<file path="src/rtl/lcd_mux_pkg.sv">
package lcd_mux_pkg;

  typedef enum logic [1:0] {
    MODE_STATIC = 2'b00,
    MODE_1_2    = 2'b01,
    MODE_1_3    = 2'b10,
    MODE_1_4    = 2'b11
  } mux_mode_e;

  typedef logic [1:0] lvl_t;

  localparam lvl_t LVL_GND  = 2'b00;
  localparam lvl_t LVL_LO   = 2'b01;
  localparam lvl_t LVL_HI   = 2'b10;
  localparam lvl_t LVL_FULL = 2'b11;

  localparam int NUM_BP = 4;
  localparam int ROW_W  = 2;

  // index of the final slot of a frame (slot count minus one)
  function automatic logic [ROW_W-1:0] last_slot(mux_mode_e m);
    return ROW_W'(m);
  endfunction

  // memory row that a given backplane output follows in a given mode
  function automatic logic [ROW_W-1:0] bp_row_of(mux_mode_e m, logic [ROW_W-1:0] k);
    logic [ROW_W-1:0] r;
    case (m)
      MODE_STATIC: r = '0;
      MODE_1_2:    r = {1'b0, k[0]};
      MODE_1_3:    r = (k == 2'd3) ? 2'd1 : k;
      default:     r = k;
    endcase
    return r;
  endfunction

  function automatic lvl_t bp_level(mux_mode_e m, logic active, logic pol);
    lvl_t l;
    if (m == MODE_STATIC || active) l = pol ? LVL_GND : LVL_FULL;
    else                            l = pol ? LVL_HI  : LVL_LO;
    return l;
  endfunction

  function automatic lvl_t seg_level(mux_mode_e m, logic on, logic pol);
    lvl_t l;
    if (on)                    l = pol ? LVL_FULL : LVL_GND;
    else if (m == MODE_STATIC) l = pol ? LVL_GND  : LVL_FULL;
    else                       l = pol ? LVL_LO   : LVL_HI;
    return l;
  endfunction

endpackage

</file>
<file path="src/rtl/lcd_slot_ctrl.sv">
module lcd_slot_ctrl
  import lcd_mux_pkg::*;
(
  input  logic                 clk,
  input  logic                 rst_n,
  input  mux_mode_e            mode_in,
  input  logic                 frame_en,
  output mux_mode_e            mode_q,
  output logic [ROW_W-1:0]     slot_q,
  output logic [ROW_W-1:0]     slot_next,
  output logic                 pol_q,
  output logic                 boundary,
  output logic                 frame_wrap,
  output logic                 mode_change
);

  logic at_last;

  assign mode_change = (mode_in != mode_q);
  assign at_last     = (slot_q == last_slot(mode_q));
  assign frame_wrap  = !mode_change && frame_en && at_last;
  assign boundary    = mode_change || frame_en;

  always_comb begin
    if (mode_change)   slot_next = '0;
    else if (frame_en) slot_next = at_last ? '0 : slot_q + 1'b1;
    else               slot_next = slot_q;
  end

  always_ff @(posedge clk or negedge rst_n) begin
    if (!rst_n) begin
      mode_q <= MODE_1_4;
      slot_q <= '0;
      pol_q  <= 1'b0;
    end else begin
      mode_q <= mode_in;
      slot_q <= slot_next;
      if (mode_change)     pol_q <= 1'b0;
      else if (frame_wrap) pol_q <= ~pol_q;
    end
  end

endmodule

</file>
<file path="src/rtl/lcd_disp_ram.sv">
module lcd_disp_ram
  import lcd_mux_pkg::*;
#(
  parameter int NUM_SEG = 60,
  parameter int ADDR_W  = $clog2(NUM_SEG)
)(
  input  logic                clk,
  input  logic                rst_n,
  input  logic                wr_en,
  input  logic [ADDR_W-1:0]   wr_addr,
  input  logic [NUM_BP-1:0]   wr_data,
  input  logic [ROW_W-1:0]    rd_row,
  output logic [NUM_SEG-1:0]  row_bits
);

  for (genvar c = 0; c < NUM_SEG; c++) begin : g_col
    logic [NUM_BP-1:0] word_q;
    logic              hit;

    assign hit = wr_en && (wr_addr == ADDR_W'(c));

    always_ff @(posedge clk or negedge rst_n) begin
      if (!rst_n)   word_q <= '0;
      else if (hit) word_q <= wr_data;
    end

    assign row_bits[c] = word_q[rd_row];
  end

endmodule

</file>
<file path="src/rtl/lcd_bp_drive.sv">
module lcd_bp_drive
  import lcd_mux_pkg::*;
(
  input  mux_mode_e               mode_q,
  input  logic [ROW_W-1:0]        slot_q,
  input  logic                    pol_q,
  output logic [2*NUM_BP-1:0]     bp_code
);

  for (genvar k = 0; k < NUM_BP; k++) begin : g_bp
    logic active;
    assign active = (bp_row_of(mode_q, ROW_W'(k)) == slot_q);
    assign bp_code[2*k +: 2] = bp_level(mode_q, active, pol_q);
  end

endmodule

</file>
<file path="src/rtl/lcd_seg_drive.sv">
module lcd_seg_drive
  import lcd_mux_pkg::*;
#(
  parameter int NUM_SEG = 60
)(
  input  logic                  clk,
  input  logic                  rst_n,
  input  logic                  load,
  input  logic [NUM_SEG-1:0]    row_in,
  input  mux_mode_e             mode_q,
  input  logic                  pol_q,
  output logic [2*NUM_SEG-1:0]  seg_code
);

  logic [NUM_SEG-1:0] row_q;

  always_ff @(posedge clk or negedge rst_n) begin
    if (!rst_n)    row_q <= '0;
    else if (load) row_q <= row_in;
  end

  for (genvar c = 0; c < NUM_SEG; c++) begin : g_seg
    assign seg_code[2*c +: 2] = seg_level(mode_q, row_q[c], pol_q);
  end

endmodule

</file>
<file path="src/rtl/lcd_mux_seq.sv">
module lcd_mux_seq
  import lcd_mux_pkg::*;
#(
  parameter int NUM_SEG = 60,
  localparam int ADDR_W = $clog2(NUM_SEG)
)(
  input  logic                  clk,
  input  logic                  rst_n,
  input  logic                  wr_en,
  input  logic [ADDR_W-1:0]     wr_addr,
  input  logic [3:0]            wr_data,
  input  logic [1:0]            mode,
  input  logic                  frame_en,
  output logic [7:0]            bp_code,
  output logic [2*NUM_SEG-1:0]  seg_code
);

  mux_mode_e          mode_q;
  logic [ROW_W-1:0]   slot_q;
  logic [ROW_W-1:0]   slot_next;
  logic               pol_q;
  logic               boundary;
  logic               frame_wrap;
  logic               mode_change;
  logic [NUM_SEG-1:0] next_row_bits;

  lcd_slot_ctrl u_ctrl (
    .clk         (clk),
    .rst_n       (rst_n),
    .mode_in     (mux_mode_e'(mode)),
    .frame_en    (frame_en),
    .mode_q      (mode_q),
    .slot_q      (slot_q),
    .slot_next   (slot_next),
    .pol_q       (pol_q),
    .boundary    (boundary),
    .frame_wrap  (frame_wrap),
    .mode_change (mode_change)
  );

  lcd_disp_ram #(.NUM_SEG(NUM_SEG), .ADDR_W(ADDR_W)) u_ram (
    .clk      (clk),
    .rst_n    (rst_n),
    .wr_en    (wr_en),
    .wr_addr  (wr_addr),
    .wr_data  (wr_data),
    .rd_row   (slot_next),
    .row_bits (next_row_bits)
  );

  lcd_bp_drive u_bp (
    .mode_q  (mode_q),
    .slot_q  (slot_q),
    .pol_q   (pol_q),
    .bp_code (bp_code)
  );

  lcd_seg_drive #(.NUM_SEG(NUM_SEG)) u_seg (
    .clk      (clk),
    .rst_n    (rst_n),
    .load     (boundary),
    .row_in   (next_row_bits),
    .mode_q   (mode_q),
    .pol_q    (pol_q),
    .seg_code (seg_code)
  );

endmodule

</file>
<file path="config.mk">
export PLATFORM = sky130hd
export DESIGN_NAME = lcd_mux_seq
export DESIGN_NICKNAME = d
export VERILOG_FILES = /design/src/rtl/lcd_mux_pkg.sv /design/src/rtl/lcd_slot_ctrl.sv /design/src/rtl/lcd_disp_ram.sv /design/src/rtl/lcd_bp_drive.sv /design/src/rtl/lcd_seg_drive.sv /design/src/rtl/lcd_mux_seq.sv
export SDC_FILE = /design/constraint.sdc
export NUM_CORES = 1
export LEC_CHECK = 0
export BUFFER_PORTS_ARGS = -buffer_cell sky130_fd_sc_hd__buf_2
export CAP_MARGIN = 30
export CORE_MARGIN = 2
export CORE_UTILIZATION = 45
export CTS_CLUSTER_SIZE = 30
export DETAILED_ROUTE_END_ITERATION = 6
export GPL_TIMING_DRIVEN = 0
export PLACE_DENSITY = 0.67
export SYNTH_ARGS = -nofsm -noshare
export SYNTH_HDL_FRONTEND = slang
export SYNTH_SLANG_ARGS = --single-unit
</file>
<file path="constraint.sdc">
create_clock -name clk -period 2.3 [get_ports clk]
set_input_delay 0.115 -clock clk [delete_from_list [all_inputs] [get_ports clk]]
set_output_delay 0.115 -clock clk [all_outputs]
set_load 0.005 [all_outputs]
</file>
======== Word-level counts from Yosys, hierarchy flattened ========
Index checks and enable logic that the tools add are counted.
word-level totals
  output and inout bits ................... 128
  register bits ........................... 305
  latch bits .............................. 0
  bits of input ports ..................... 16
  memory bits (writable) .................. 0
  bits in read-only memories .............. 0
  memories kept ........................... 0
operators by class
  reductions and logical operators ........ 74
  multiply operators ...................... 0
  $lt $le $gt $ge ......................... 1
  add/sub/neg operators ................... 1
  bitwise operators ....................... 1
  muxes and demuxes ....................... 197
  divide/modulo/power cells ............... 0
  shifts and indexed selects .............. 0
  eq/ne operators ......................... 66
operators with widths
  cell                                                  count
  equality test 6 bit (second input constant)           28
  2-to-1 mux 2 bit                                      73
  binary-select mux 1 bit (select 2 bit)                60
  equality test 6 x 5 -> 1 bit (second input constant)  16
  2-to-1 mux 1 bit                                      63
  logical AND 1 bit                                     62
  equality test 6 x 4 -> 1 bit (second input constant)  8
  equality test 6 x 3 -> 1 bit (second input constant)  4
  equality test 6 x 2 -> 1 bit (second input constant)  2
  equality test 2 bit                                   3
  equality test 6 x 1 -> 1 bit (second input constant)  1
  logical NOT 6 bit                                     1
  logical OR 1 bit                                      5
  logical NOT 2 bit                                     2
  one-hot mux 2 bit (2 select lines)                    1
  OR reduction 2 bit                                    2
  < comparator 2 x 3 -> 1 bit (second input constant)   1
  adder 2 x 1 -> 2 bit (second input constant)          1
  equality test 1 x 2 -> 1 bit                          1
  equality test 2 x 1 -> 1 bit (second input constant)  1
  equality test 2 bit (second input constant)           1
  != test 2 bit                                         1
  nonzero test 2 bit                                    1
  logical NOT 1 bit                                     1
  NOT 1 bit                                             1

======== Logic depth before layout (Yosys ltp) ========
Gate-level depths: netlist of the first run.
  depth after elaboration ................. 6
  gate-level depth with buffers ........... 9

======== By module ========
A second synthesis of the first run with hierarchy kept.
unflattened totals
  cells, all modules ...................... 1058
  area total of the unflattened synthesis .. 15905.3 sq um
modules (own cells, without submodules)
  module         times used  cells each  area each (sq um)
  lcd_disp_ram   1           670         11229.5
  lcd_seg_drive  1           335         4200.3
  lcd_slot_ctrl  1           21          249.0
  lcd_bp_drive   1           32          226.5

======== Worst setup path after synthesis of the first run ========
Ideal clock, no wire load.
  path kind ............................... register to output
  start point ............................. register u_ctrl.pol_q
  end point ............................... output port seg_code[101]
  cell stages (with the launch flop) ...... 10
  data required time ...................... 2.185 ns
  buffers on the path ..................... 4
  slack ................................... 0.095 ns
  arrival time ............................ 2.090 ns
  cell sequence ........................... dfrtp_1 > clkbuf_1 > clkinv_1 > clkbuf_1 > ha_1 > or2_2 > clkbuf_1 > clkbuf_1 > nor2_1 > a21oi_1
between the ends
  word-level cells in the longest chain between the ends .. 3
ends and longest elaborated chain
  element                                     RTL line                              source
  start, declared                             lcd_slot_ctrl.sv:11                   output logic pol_q,
  start signal, assigned                      lcd_slot_ctrl.sv:39                   else if (frame_wrap) pol_q <= ~pol_q;
  2-to-1 mux 2 bit, on equally long branches  lcd_mux_pkg.sv:48, lcd_mux_pkg.sv:47
  2-to-1 mux 2 bit                            lcd_mux_pkg.sv:47                     else if (m == MODE_STATIC) l = pol ? LVL_GND : LVL_FULL;
  2-to-1 mux 2 bit (*)                        lcd_mux_pkg.sv:46                     if (on) l = pol ? LVL_FULL : LVL_GND;
  end, declared                               lcd_mux_seq.sv:15                     output logic [2*NUM_SEG-1:0] seg_code
Mark *: on every way between the ends. The rest lies on a longest branch, timed or not.

======== Worst setup path in the final report of the first run ========
  start point ............................. register u_ctrl.mode_q[1]
  end point ............................... register u_seg.row_q[58]
between the ends
  word-level cells in the longest chain between the ends .. 6
ends and longest elaborated chain
  element                                 RTL line             source
  start, declared                         lcd_slot_ctrl.sv:8   output mux_mode_e mode_q,
  start signal, assigned                  lcd_slot_ctrl.sv:36  mode_q <= mode_in;
  equality test 2 bit                     lcd_slot_ctrl.sv:20  assign at_last = (slot_q == last_slot(mode_q));
  2-to-1 mux 2 bit (2 in series)          lcd_slot_ctrl.sv:26  else if (frame_en) slot_next = at_last ? '0 : slot_q + 1'b1;
  2-to-1 mux 2 bit                        lcd_slot_ctrl.sv:25  if (mode_change) slot_next = '0;
  binary-select mux 1 bit (select 2 bit)  lcd_disp_ram.sv:27   assign row_bits[c] = word_q[rd_row];
  2-to-1 mux 1 bit (implied by the code)  lcd_disp_ram.sv:27
  end signal, assigned                    lcd_seg_drive.sv:19  else if (load) row_q <= row_in;
  end, declared                           lcd_seg_drive.sv:15  logic [NUM_SEG-1:0] row_q;
Several ways; a longest one is shown, not always the timed one. The select of a mux whose other input is x is not followed.
A chain may end at the register's enable or synchronous reset.

==> results of run 1 <==
registers in the layout, summed over array words and instances (netlist names):
| signal | flops |
|---|---|
| u_ram.g_col.word_q | 240 |
| u_seg.row_q | 60 |
| u_ctrl.slot_q | 2 |
| u_ctrl.pol_q | 1 |
| u_ctrl.mode_q | 2 |
per-stage QoR:
stage          worst slack [ns]  utilization (%)  hold slack (ns)  power (uW)
2_1_floorplan            0.0952                -           -0.181        8740
3_3_place_gp              -4.56             49.1            0.258        9830
3_5_place_dp              -1.41             49.6            0.162       10000
4_1_cts                  -0.141             55.0           0.0886       15800
5_1_grt                  -0.150             55.8            0.122       16600
6_report                 -0.119             55.8           0.0974       16000
cell usage after synthesis, types with 16 or more instances:
| cell type | number |
|---|---|
| mux2_2 | 339 |
| a21oi_1 | 176 |
| buf_2 | 20 |
| dfrtp_1 | 303 |
| mux2_1 | 16 |
| o21ai_0 | 51 |
| inv_1 | 17 |
| nor2_1 | 86 |
| nand2_1 | 61 |
| o211a_1 | 55 |
| clkbuf_1 | 92 |
| a211oi_1 | 111 |
placed cells by master, fill, tap and decap left out, drive strengths merged, types with 4 or more instances in the layout:
master,synthesis,routed
mux2,355,355
dfrtp,303,303
buf,35,215
a21oi,178,178
clkbuf,94,141
a211oi,115,115
nor2,88,88
o21ai,66,66
nand2,61,61
o211a,55,55
inv,17,17
or2,15,15
ha,11,11
nor3,8,8
clkinv,2,8
nor3b,6,6
o2111a,5,5
nand2b,4,4
xor2,4,4
how the worst min path moves through the flow:
stage | startpoint | end | depth (start not counted)
6_report | wr_data[0] | u_ram.g_col[59].word_q[0] | 3
4_1_cts | wr_addr[5] | u_ram.g_col[59].word_q[0] | 5
3_3_place_gp | mode[1] | u_ctrl.mode_q[1] | 1
5_1_grt | wr_data[0] | u_ram.g_col[45].word_q[0] | 3
2_1_floorplan | rst_n | u_ctrl.pol_q | 0
3_5_place_dp | rst_n | u_ram.g_col[33].word_q[1] | 1
logic make-up after synthesis:
kind of cell,after synthesis,share of synthesized area [%]
XOR/XNOR,7,0.566
adder cells (fa/ha/maj),11,0.853
flip-flops,305,47.3
AO/OA/AOI/OAI,422,17.1
AND/OR/NAND/NOR,189,5.11
multiplexers,356,24.8
buffers and inverters,148,4.24
power by group:
| part | internal, uW | switching (uW) | total (uW) |
|---|---|---|---|
| clock network | 3410 | 2220 | 5630 |
| logic | 1780 | 1680 | 3460 |
| registers | 6140 | 740 | 6880 |
area by class of cell:
cell class,count,area (um2),share of cell area [%]
Timing Repair Buffer,181,1270,6.42
Multi-Input combinational cell,985,8200,41.4
Inverter,19,83.8,0.423
Sequential cell,305,7640,38.5
Tap cell,461,577,2.91
Buffer,125,880,4.44
Clock buffer,53,1070,5.38
Clock inverter,8,90.1,0.455
Antenna cell,3,7.51,0.0379
repair_timing:
action	in CTS	in global routing
endpoints found under the hold margin	85	0
setup endpoints to repair	188	176
gates cloned	3	0
resized for setup	139	125
hold buffers	3	0
pin swaps	4	7
setup buffers	15	9
layer usage:
layer  track usage, %  vias to the layer above  part of all wire, %
li1                 -                     5703                    -
met3             6.92                      124                  7.8
met4             9.92                        8                  3.6
met2             43.9                      597                   46
met5                0                        -                 0.11
met1             36.8                     6557                   42
worst max-delay path, stage by stage, from the launching register on:
cell and delay, ns:
dfstp_2 0.59, buf_4 0.14, buf_6 0.11, xor2_4 0.08
o211ai_4 0.19, buf_12 0.16, buf_12 0.11, buf_8 0.15
mux2_2 0.34, o21ai_0 0.28, a211oi_2 0.13
==> out/qor.yml, run 1 <==
period_minus_slack_ns: 2.42
cp-endpoint: "u_seg.row_q[58]"
grt_max_degree: 117
powerDensity_nw_per_um2: 806
rows: 69
clk_pin_slew_ns: 0.06
hold_viol: 0
die_h_um: 193
clock_sinks: 305
yosys_register_bits: 305
synth_edf_count: 0
drt-initial-drc-count: 967
root_buffer: "clkbuf_16"
final_cell_area_um2: 19800
synth_ff_type: "dfrtp_1"
core_um2: 35500
async_flop_share_pct: 100
cp_max_fo: 10
final_max_slew_viol_count: 0
ys_warn_count: 0
dieArea_um2: 37400
ys_top_cells_by_area: "dfrtp_1 47%, mux2_2 24%, a21oi_1 5.5%"
arrival_ns: 2.80
start_util_pct: 45.5
dieWidth_um: 193
critPathLaunchType: "register"
post_drt_wl_per_cell_um: 24.9
viasPerCell: 6.07
antenna_found_initial: 7
tns_ns: -1.99
postRouteAntennaNets: 0
r2r_cells: 10
stdcell_count: 2140
synth_top_area_share_pct: 47.0
portBuffers: 138
cts_max_level: 2
synth_cell_types: 41
leakage_uw: 0.00915
synth_top_cell_by_area: "dfrtp_1"
ioPinCount: 144
dpl_cell_area_um2: 17600
grt_pass1_vias: 12900
wl_um: 53400
layout-drive-gt1-share_pct: 44.2
tritoncts: "done"
num-nets-final: 1678
overflow: 0
violations: "negative setup slack"
ctsLongestPathBuffers: 3
fmaxAchievable_mhz: 413
clock_latency_ns: 0.52
setup_ws_ns: -0.119
syn_to_final_growth_pct: 22.8
fin_skew_ns: 0.0170
grt_pass1_wl_um: 79400
drt_first_pass_iters: 6
place_congestion: 0.835
crit_type: "reg2reg"
syn_inst: 1438
syn_area_per_cell_um2: 11.2
grt_use_total_pct: 27.6
relSlewSlack_pct: 39.2
ir_worst_vdd_uv: 548
startpoint: "u_ctrl.mode_q[1]"
critPathRequiredTime_ns: 2.68
cts_buffers: 34
rsz0062_at_grt: "yes"
r2r_slack_ns: -0.12
setup_viol: 48
tightest_slew_ns: 0.904
period_share_pct: 105
via_count: 13000
min_path_type: "in2reg"
status: "finished with violations"
cap_viol_max_count: 0
fill_cells: 2995
drc_errors: 0
post-dp-hpwl_um: 36200
end_kind: "register"
dpl.cell_count: 2051
synth_fp_nets: 1465
yosysSeqAreaShare_pct: 47.3
timing.rr.end: "u_seg.row_q[58]"
r2r_start: "u_ctrl.mode_q[1]"
netlist_area_um2: 16100
Power figures use the tool's default switching activity.
==> run 2, diff against run 1 <==
- CTS_BUF_LIST: unset -> sky130_fd_sc_hd__clkbuf_8
==> out/qor.yml, run 2 (synthesized netlist as in run 1, its figures left out) <==
status: "finished with violations"  # unchanged
violations: "negative setup slack"  # unchanged
r2r_cells: 10  # unchanged
clock_sinks: 305  # unchanged
relSlewSlack_pct: 40.4  # was 39.2%
dieArea_um2: 37400  # unchanged
period_share_pct: 106  # was 105%
hp-start: "wr_data[0]"  # unchanged
min_to: "u_ram.g_col[46].word_q[0]"  # was u_ram.g_col[59].word_q[0]
post_drt_wl_per_cell_um: 24.8  # was 24.9 um
tns_ns: -7.32  # was -1.99 ns
cap_viol_max_count: 0  # unchanged
arrival_ns: 2.31  # was 2.80 ns
regMostFlops: "u_ram.g_col.word_q"  # unchanged
root_buffer: "clkbuf_8"  # was clkbuf_16
drt-initial-drc-count: 1097  # was 967
postRouteAntennaNets: 0  # unchanged
setup_viol: 105  # was 48
crit_path_max_incr_delay_ns: 0.58  # was 0.59 ns
period_minus_slack_ns: 2.43  # was 2.42 ns
grt_pass1_vias: 13100  # was 12900
crit_type: "reg2out"  # was reg2reg
dpl_cell_area_um2: 17600  # unchanged
dieWidth_um: 193  # unchanged
cp_max_fo: 6  # was 10
top_regs: "u_ram.g_col.word_q (240), u_seg.row_q (60)"  # unchanged
critPathRequiredTime_ns: 2.18  # was 2.68 ns
min_path_type: "in2reg"  # unchanged
clk_pin_slew_ns: 0.06  # about the same
rsz0062_at_grt: "yes"  # unchanged
cts_max_level: 2  # unchanged
stdcell_count: 2179  # was 2140
startpoint: "u_ctrl.mode_q[1]"  # unchanged
grt_pass1_wl_um: 79700  # was 79400 um
ioPinCount: 144  # unchanged
ctsLongestPathBuffers: 3  # unchanged
place_congestion: 0.835  # unchanged
viasPerCell: 6.05  # was 6.07
final_cell_area_um2: 20100  # was 19800 um2
grt_use_total_pct: 27.7  # was 27.6%
die_h_um: 193  # unchanged
grt_max_degree: 117  # unchanged
post-dp-hpwl_um: 36200  # unchanged
critical-path-top-delay-family: "flip-flops"  # was buffers and inverters
via_count: 13200  # was 13000
cp_slowest_cell: "dfstp_2"  # unchanged
end_kind: "primary output"  # was register
timing.rr.end: "u_seg.row_q[0]"  # was u_seg.row_q[58]
holdWs_ns: 0.0398  # was 0.0974 ns
clock_latency_ns: 0.58  # was 0.52 ns
hold_viol: 0  # unchanged
overflow: 0  # unchanged
drc_errors: 0  # unchanged
crit_buf_inv: 4  # was 5
drt_first_pass_iters: 5  # was 6
portBuffers: 138  # unchanged
tritoncts: "done"  # unchanged
start_util_pct: 45.5  # unchanged
ir_worst_vdd_uv: 444  # was 548 uV
fin_skew_ns: 0.0127  # was 0.0170 ns
r2r_slack_ns: -0.01  # was -0.12 ns
setup_ws_ns: -0.130  # was -0.119 ns
rows: 69  # unchanged
final_cell_mix: "318 x mux2_2, 302 x dfrtp_1, 166 x a21oi_1"  # was 331 x mux2_2, 302 x dfrtp_1, 166 x a21oi_1
crit_path_cell_trace: "nor2_4 > inv_2 > ha_4 > buf_12 > clkbuf_16 > mux2_4 > buf_6"  # was buf_4 > buf_6 > xor2_4 > o211ai_4 > buf_12 > buf_12 > buf_8 > mux2_2 > o21ai_0 > a211oi_2
antenna_found_initial: 8  # was 7
num-nets-final: 1707  # was 1678
whs_path_depth: 3  # unchanged
final_util_pct: 56.6  # was 55.8%
syn_to_final_growth_pct: 24.5  # was 22.8%
final_max_slew_viol_count: 0  # unchanged
wl_um: 54000  # was 53400 um
layout-drive-gt1-share_pct: 46.5  # was 44.2%
powerDensity_nw_per_um2: 761  # was 806 nW/um2
final_common_cell: "mux2_2"  # unchanged
r2r_start: "u_ctrl.mode_q[1]"  # unchanged
cts_buffers: 51  # was 34
largest_reg_flops: 240  # unchanged
tightest_slew_ns: 0.887  # was 0.904 ns
fmaxAchievable_mhz: 412  # was 413 MHz
leakage_uw: 0.00933  # was 0.00915 uW
critPathLaunchType: "register"  # unchanged
core_um2: 35500  # unchanged
dpl.cell_count: 2051  # unchanged
[run 2: layout make-up]
| class | instances | area, um2 |
|---|---|---|
| tap | 461 | 577 |
| multi-input combinational | 985 | 8360 |
| fill | 2986 | 15400 |
| buffer | 124 | 931 |
| clock inverter | 20 | 76.3 |
| timing repair buffer | 194 | 1490 |
| sequential | 305 | 7640 |
| antenna | 3 | 7.51 |
| clock buffer | 68 | 936 |
| inverter | 19 | 83.8 |
[run 2: worst max-delay path by stage]
stage,depth (start not counted),endpoint
after floorplan,9,seg_code[101]
after global placement,1,u_ram.g_col[3].word_q[0]
after detailed placement,11,seg_code[63]
after CTS,9,seg_code[65]
after global routing,9,seg_code[81]
final,7,seg_code[82]
[run 2: worst min-delay path: cells and delay by family]
family                 cells  cell delay, ns
AOI/OAI and AO/OA          1            0.07
buffers and inverters      1            0.26
and+or+nand+nor            1            0.12
[run 2: timing repair]
item	CTS	global route
buffers inserted	20	12
resized for setup	159	186
hold endpoints to repair	85	0
pin swaps	4	12
cloned	5	3
hold buffers	3	0
setup endpoints to repair	188	181
[run 2: per-layer routing]
| metal | wire length (um) | up-vias | GRT usage [%] |
|---|---|---|---|
| met5 | 36 | - | 0 |
| met4 | 1620 | 6 | 10.8 |
| met3 | 4410 | 111 | 6.92 |
| met2 | 25200 | 591 | 43.3 |
| met1 | 22800 | 6714 | 37.0 |
| li1 | - | 5770 | - |
[run 2: stage by stage]
step                      total power [uW]  worst slack, ns
after global placement                9830            -4.56
after floorplan                       8740           0.0952
after detailed placement             10000            -1.41
after global routing                 16000           -0.185
after CTS                            15000           -0.187
final                                15300           -0.130
[run 2: power by group]
part	total (uW)	internal [uW]	leakage [uW]	switching, uW
sequential	6890	6140	0.00401	754
combinational	3620	1900	0.00472	1730
clock	4780	2600	0.000594	2180
total	15300	10600	0.00933	4660
